<file path="config.mk">
export PLATFORM = sky130hd
export DESIGN_NAME = accum_seq_ctrl
export DESIGN_NICKNAME = d
export VERILOG_FILES = /design/src/rtl/accum_ctrl_pkg.sv /design/src/rtl/accum_wait_sync.sv /design/src/rtl/accum_seq_next.sv /design/src/rtl/accum_seq_ctrl.sv
export SDC_FILE = /design/constraint.sdc
export NUM_CORES = 1
export LEC_CHECK = 0
export ABC_AREA = 1
export BUFFER_PORTS_ARGS = -buffer_cell sky130_fd_sc_hd__buf_2
export CELL_PAD_IN_SITES_DETAIL_PLACEMENT = 1
export CELL_PAD_IN_SITES_GLOBAL_PLACEMENT = 1
export CORE_MARGIN = 2
export CORE_UTILIZATION = 32
export CTS_CLUSTER_SIZE = 25
export DETAILED_ROUTE_END_ITERATION = 7
export PLACE_DENSITY = 0.82
export SYNTH_ARGS = -nofsm -noshare
export SYNTH_HDL_FRONTEND = slang
export SYNTH_SLANG_ARGS = --single-unit
export TNS_END_PERCENT = 20
</file>
<file path="constraint.sdc">
create_clock -name clk -period 1.5 [get_ports clk]
set_input_delay 0 -clock clk [delete_from_list [all_inputs] [get_ports clk]]
set_output_delay 0 -clock clk [all_outputs]
set_load 0.05 [all_outputs]
</file>
<file path="src/rtl/accum_ctrl_pkg.sv">
package accum_ctrl_pkg;

    localparam int OPC_W = 2;

    localparam logic [OPC_W-1:0] OPC_LOAD  = 2'b00;
    localparam logic [OPC_W-1:0] OPC_STORE = 2'b01;
    localparam logic [OPC_W-1:0] OPC_ADD   = 2'b10;
    localparam logic [OPC_W-1:0] OPC_BRNEG = 2'b11;

    typedef enum logic [3:0] {
        S_RES,
        S_IF0,
        S_IF1,
        S_IF2,
        S_DEC,
        S_LD0,
        S_LD1,
        S_LD2,
        S_ST0,
        S_ST1,
        S_AD0,
        S_AD1,
        S_AD2,
        S_BR0
    } seq_state_e;

    typedef struct packed {
        logic pc_clr;
        logic pc_inc;
        logic pc_to_abus;
        logic abus_to_mar;
        logic irad_to_mar;
        logic mar_to_mem;
        logic mbr_to_mem;
        logic mem_to_mbr;
        logic mbr_to_ir;
        logic ac_to_mbr;
        logic alu_add;
        logic ac_load;
        logic irad_to_pc;
        logic mem_req;
        logic mem_rd;
    } uop_t;

endpackage

</file>
<file path="src/rtl/accum_wait_sync.sv">
module accum_wait_sync #(
    parameter int STAGES = 2
) (
    input  logic clk,
    input  logic din,
    output logic dout
);

    logic [STAGES-1:0] chain_d;
    logic [STAGES-1:0] chain_q;

    always_comb begin
        chain_d = {chain_q[STAGES-2:0], din};
    end

    always_ff @(posedge clk) begin
        chain_q <= chain_d;
    end

    assign dout = chain_q[STAGES-1];

endmodule

</file>
<file path="src/rtl/accum_seq_next.sv">
module accum_seq_next
    import accum_ctrl_pkg::*;
(
    input  seq_state_e       state_q,
    input  logic             rst_sync,
    input  logic             wait_s,
    input  logic [OPC_W-1:0] opcode,
    input  logic             ac_sign,
    output seq_state_e       state_d,
    output uop_t             uop
);

    always_comb begin
        uop     = '0;
        state_d = state_q;
        if (rst_sync) begin
            uop.pc_clr = 1'b1;
            state_d    = S_RES;
        end else begin
            unique case (state_q)
                S_RES, S_BR0: begin
                    uop.pc_inc      = 1'b1;
                    uop.pc_to_abus  = 1'b1;
                    uop.abus_to_mar = 1'b1;
                    state_d         = S_IF0;
                end
                S_IF0: begin
                    if (wait_s) begin
                        uop.mar_to_mem = 1'b1;
                        uop.mem_req    = 1'b1;
                        uop.mem_rd     = 1'b1;
                        state_d        = S_IF1;
                    end
                end
                S_LD0, S_AD0: begin
                    uop.mar_to_mem = 1'b1;
                    uop.mem_req    = 1'b1;
                    uop.mem_rd     = 1'b1;
                    state_d        = (state_q == S_LD0) ? S_LD1 : S_AD1;
                end
                S_IF1, S_LD1, S_AD1: begin
                    if (wait_s) begin
                        uop.mar_to_mem = 1'b1;
                        uop.mem_req    = 1'b1;
                        uop.mem_rd     = 1'b1;
                    end else begin
                        uop.mem_to_mbr = 1'b1;
                        state_d        = (state_q == S_IF1) ? S_IF2 :
                                         (state_q == S_LD1) ? S_LD2 : S_AD2;
                    end
                end
                S_IF2: begin
                    if (wait_s) begin
                        uop.mbr_to_ir = 1'b1;
                        state_d       = S_DEC;
                    end
                end
                S_DEC: begin
                    unique case (opcode)
                        OPC_LOAD: begin
                            uop.irad_to_mar = 1'b1;
                            state_d         = S_LD0;
                        end
                        OPC_STORE: begin
                            uop.irad_to_mar = 1'b1;
                            uop.ac_to_mbr   = 1'b1;
                            state_d         = S_ST0;
                        end
                        OPC_ADD: begin
                            uop.irad_to_mar = 1'b1;
                            state_d         = S_AD0;
                        end
                        OPC_BRNEG: begin
                            uop.irad_to_pc = ac_sign;
                            state_d        = S_BR0;
                        end
                        default: state_d = S_RES;
                    endcase
                end
                S_LD2, S_AD2: begin
                    uop.ac_load     = 1'b1;
                    uop.alu_add     = (state_q == S_AD2);
                    uop.pc_inc      = 1'b1;
                    uop.pc_to_abus  = 1'b1;
                    uop.abus_to_mar = 1'b1;
                    state_d         = S_IF0;
                end
                S_ST0: begin
                    uop.mar_to_mem = 1'b1;
                    uop.mbr_to_mem = 1'b1;
                    uop.mem_req    = 1'b1;
                    state_d        = S_ST1;
                end
                S_ST1: begin
                    if (wait_s) begin
                        uop.mar_to_mem = 1'b1;
                        uop.mbr_to_mem = 1'b1;
                        uop.mem_req    = 1'b1;
                    end else begin
                        uop.pc_inc      = 1'b1;
                        uop.pc_to_abus  = 1'b1;
                        uop.abus_to_mar = 1'b1;
                        state_d         = S_IF0;
                    end
                end
                default: state_d = S_RES;
            endcase
        end
    end

endmodule

</file>
<file path="src/rtl/accum_seq_ctrl.sv">
module accum_seq_ctrl
    import accum_ctrl_pkg::*;
#(
    parameter int SYNC_STAGES = 2
) (
    input  logic             clk,
    input  logic             rst_sync,
    input  logic             mem_wait,
    input  logic [OPC_W-1:0] opcode,
    input  logic             ac_sign,
    output logic             pc_clr,
    output logic             pc_inc,
    output logic             pc_to_abus,
    output logic             abus_to_mar,
    output logic             irad_to_mar,
    output logic             mar_to_mem,
    output logic             mbr_to_mem,
    output logic             mem_to_mbr,
    output logic             mbr_to_ir,
    output logic             ac_to_mbr,
    output logic             alu_add,
    output logic             ac_load,
    output logic             irad_to_pc,
    output logic             mem_req,
    output logic             mem_rd
);

    seq_state_e state_d;
    seq_state_e state_q;
    logic       wait_s;
    uop_t       uop;

    accum_wait_sync #(
        .STAGES(SYNC_STAGES)
    ) u_wait_sync (
        .clk  (clk),
        .din  (mem_wait),
        .dout (wait_s)
    );

    accum_seq_next u_next (
        .state_q  (state_q),
        .rst_sync (rst_sync),
        .wait_s   (wait_s),
        .opcode   (opcode),
        .ac_sign  (ac_sign),
        .state_d  (state_d),
        .uop      (uop)
    );

    always_ff @(posedge clk) begin
        state_q <= state_d;
    end

    assign pc_clr      = uop.pc_clr;
    assign pc_inc      = uop.pc_inc;
    assign pc_to_abus  = uop.pc_to_abus;
    assign abus_to_mar = uop.abus_to_mar;
    assign irad_to_mar = uop.irad_to_mar;
    assign mar_to_mem  = uop.mar_to_mem;
    assign mbr_to_mem  = uop.mbr_to_mem;
    assign mem_to_mbr  = uop.mem_to_mbr;
    assign mbr_to_ir   = uop.mbr_to_ir;
    assign ac_to_mbr   = uop.ac_to_mbr;
    assign alu_add     = uop.alu_add;
    assign ac_load     = uop.ac_load;
    assign irad_to_pc  = uop.irad_to_pc;
    assign mem_req     = uop.mem_req;
    assign mem_rd      = uop.mem_rd;

endmodule

</file>
==> out/metrics.yaml <==
antenna_found_initial: 0
synth.distinct_cells: 26
dp_hpwl_mm: 1.47
cp_data_required_time_ns: 1.50
firstDrtPassIters: 4
slew_violations: 0
cpMostUsedCell: "buf_6"
worstSetupPathType: "reg2out"
die_h_um: 49.1
crit_slowest_cell: "dfxtp_4"
highest_layer: "met4"
finalPower_mw: 1.56
most-common-layout-cells: "nand2_1, buf_4, nor2_1"
rows: 16
grt_max_degree: 13
wl_met1_mm: 1.08
preCtsSetupSlack_ns: 0.0781
final_common_cell: "nand2_1"
cts_buffer_depth: 2
status: "complete, but fails checks"
route.vias.total: 820
cts_made_buffers: 3
avgSynthCellArea_um2: 6.20
design_area_um2: 973
path_buf_inv: 3
core_um2: 1940
clock.fmax_mhz: 628
root_buffer: "clkbuf_4"
layout-drive-gt1-share_pct: 52.6
synth_area_um2: 651
synth_fp_nets: 115
worstHoldPathType: "in2reg"
placed_area_um2: 761
wl_met3_um: 70
powerDensity_nw_per_um2: 1600
max_stage_delay_ns: 0.36
wl_met2_mm: 1.27
fin_crit_ns: 1.59
n_antenna_cell: 0
crit_family: "buffers and inverters"
routed_wl_mm: 2.50
crit_chain: "inv_4 > nor2_4 > buf_6 > nand4_1 > a21oi_2 > buf_6"
synthCells: 105
end_kind: "output pin"
drt-wirelength-per-cell_um: 15.4
io_buffers: 20
clock_skew_ns: 0.00297
grt.overflow.total: 0
setup_viol: 6
ioPinCount: 21
numClockSinks: 6
period_share_pct: 106
viasPerCell: 5.06
worst_slew_pin_slew_ns: 0.324
cts.clk_slew.worst_paths_ns: 0.05
violations: "negative setup slack"
relSlewSlack_pct: 78.4
nets: 147
maxCapViolations: 0
initial_core_util_pct: 33.5
dieArea_um2: 2410
hold_viol: 0
yosysSeqAreaShare_pct: 18.5
gp_congestion: 0.878
area_growth_pct: 49.6
grt_pass1_wl_mm: 3.25
irDropWorstVdd_mv: 0.900
rsz0062_at_grt: "yes"
tns_ns: -0.323
clkLatencyLatePin_ns: 0.25
power_leakage_nw: 0.468
grt_pass1_vias: 738
track_usage_pct: 17.3
setup_ws_ns: -0.0924
die_x_um: 49.1
cp_max_fo: 5
yosysWarnings: 0
synth-seq-cells: 6
cts_tree: "done"
drtAntennaViolNets: 0
drt_iter0_markers: 16
startpoint_type: "flip-flop"
drcViolationCount: 0
critPathArrivalTime_ns: 1.59
htree_levels: 1
[routing by layer]
layer	vias up	global-route usage, %
met5	-	0
met4	0	5.24
met3	9	4.60
met2	22	27.9
met1	398	22.2
li1	391	-
[worst register-to-register path, stage by stage, from the launching register on]
cell     delay [ns]
dfxtp_4        0.35
buf_6          0.14
nor2_4         0.12
buf_4          0.13
nand2_2        0.07
o21ai_0        0.25
nand2_1        0.13
a21oi_2        0.12
[Yosys cell counts]
library cell / instances / area [um^2]
clkbuf_1: 1 / 3.75
nor3_1: 3 / 15.0
ha_1: 4 / 50.1
nand3b_1: 1 / 7.51
inv_2: 4 / 15.0
inv_1: 7 / 26.3
dfxtp_1: 6 / 120
o21ai_0: 1 / 5.00
buf_6: 1 / 11.3
o21a_1: 1 / 7.51
a21oi_2: 4 / 35.0
nand2_1: 27 / 101
nor2_2: 3 / 18.8
nand2_2: 5 / 31.3
a21oi_1: 2 / 10.0
nand4_1: 1 / 6.26
buf_4: 4 / 30.0
nand2_4: 1 / 11.3
o211ai_1: 1 / 7.51
nand3_1: 7 / 35.0
nor2_1: 15 / 56.3
inv_4: 1 / 6.26
o21ai_1: 1 / 5.00
a31oi_1: 1 / 6.26
nor4_1: 1 / 6.26
nor2_4: 2 / 22.5
[where the power goes]
group	switching (mW)	internal, mW	leakage (nW)
Combinational	0.713	0.390	0.402
Sequential	0.0893	0.210	0.0524
Clock	0.0650	0.0910	0.0138
Total	0.867	0.691	0.468
[final timing paths]
| path | start | depth (start not counted) | end | slack (ns) |
|---|---|---|---|---|
| max | state_q[3]$_SDFFE_PP0P_ | 6 | abus_to_mar | -0.09 |
| min reg2reg | u_wait_sync.chain_q[0]$_DFF_P_ | 0 | u_wait_sync.chain_q[1]$_DFF_P_ | 0.33 |
| min | rst_sync | 2 | state_q[3]$_SDFFE_PP0P_ | 0.12 |
| max reg2reg | state_q[3]$_SDFFE_PP0P_ | 7 | state_q[3]$_SDFFE_PP0P_ | 0.12 |
[what timing repair did]
| action | in CTS | in global routing |
|---|---|---|
| hold buffers | 1 | 0 |
| endpoints found under the setup margin | 9 | 12 |
| hold endpoints to repair | 1 | 0 |
| buffers inserted | 0 | 10 |
| gates cloned | 0 | 0 |
| resized for setup | 14 | 25 |
| pin swaps | 0 | 5 |
[metrics by stage]
stage / hold WS, ns / util [%] / cells
after floorplan: 0.0277 / - / 105
after global placement: 0.102 / 39.2 / 148
after detailed placement: 0.105 / 39.2 / 148
after CTS: 0.108 / 42.7 / 152
after global routing: 0.126 / 50.1 / 162
final: 0.124 / 50.1 / 162
[flip-flops by register name (all words and copies together) (netlist names)]
register,count
state_q,4
u_wait_sync.chain_q,2
[final cells by class]
type	instances	area, um^2
Sequential cell	6	135
Fill cell	278	968
Clock buffer	3	22.5
Multi-Input combinational cell	81	488
Inverter	12	52.6
Timing Repair Buffer	33	241
Tap cell	27	33.8
[cells by family after synthesis]
group / Yosys count / share of synthesized area [%]
AO/OA/AOI/OAI: 11 / 11.7
adder cells (fa/ha/maj): 4 / 7.69
buffers and inverters: 18 / 14.2
flip-flops: 6 / 18.5
AND/OR/NAND/NOR: 66 / 47.9
Power figures use the tool's default switching activity.
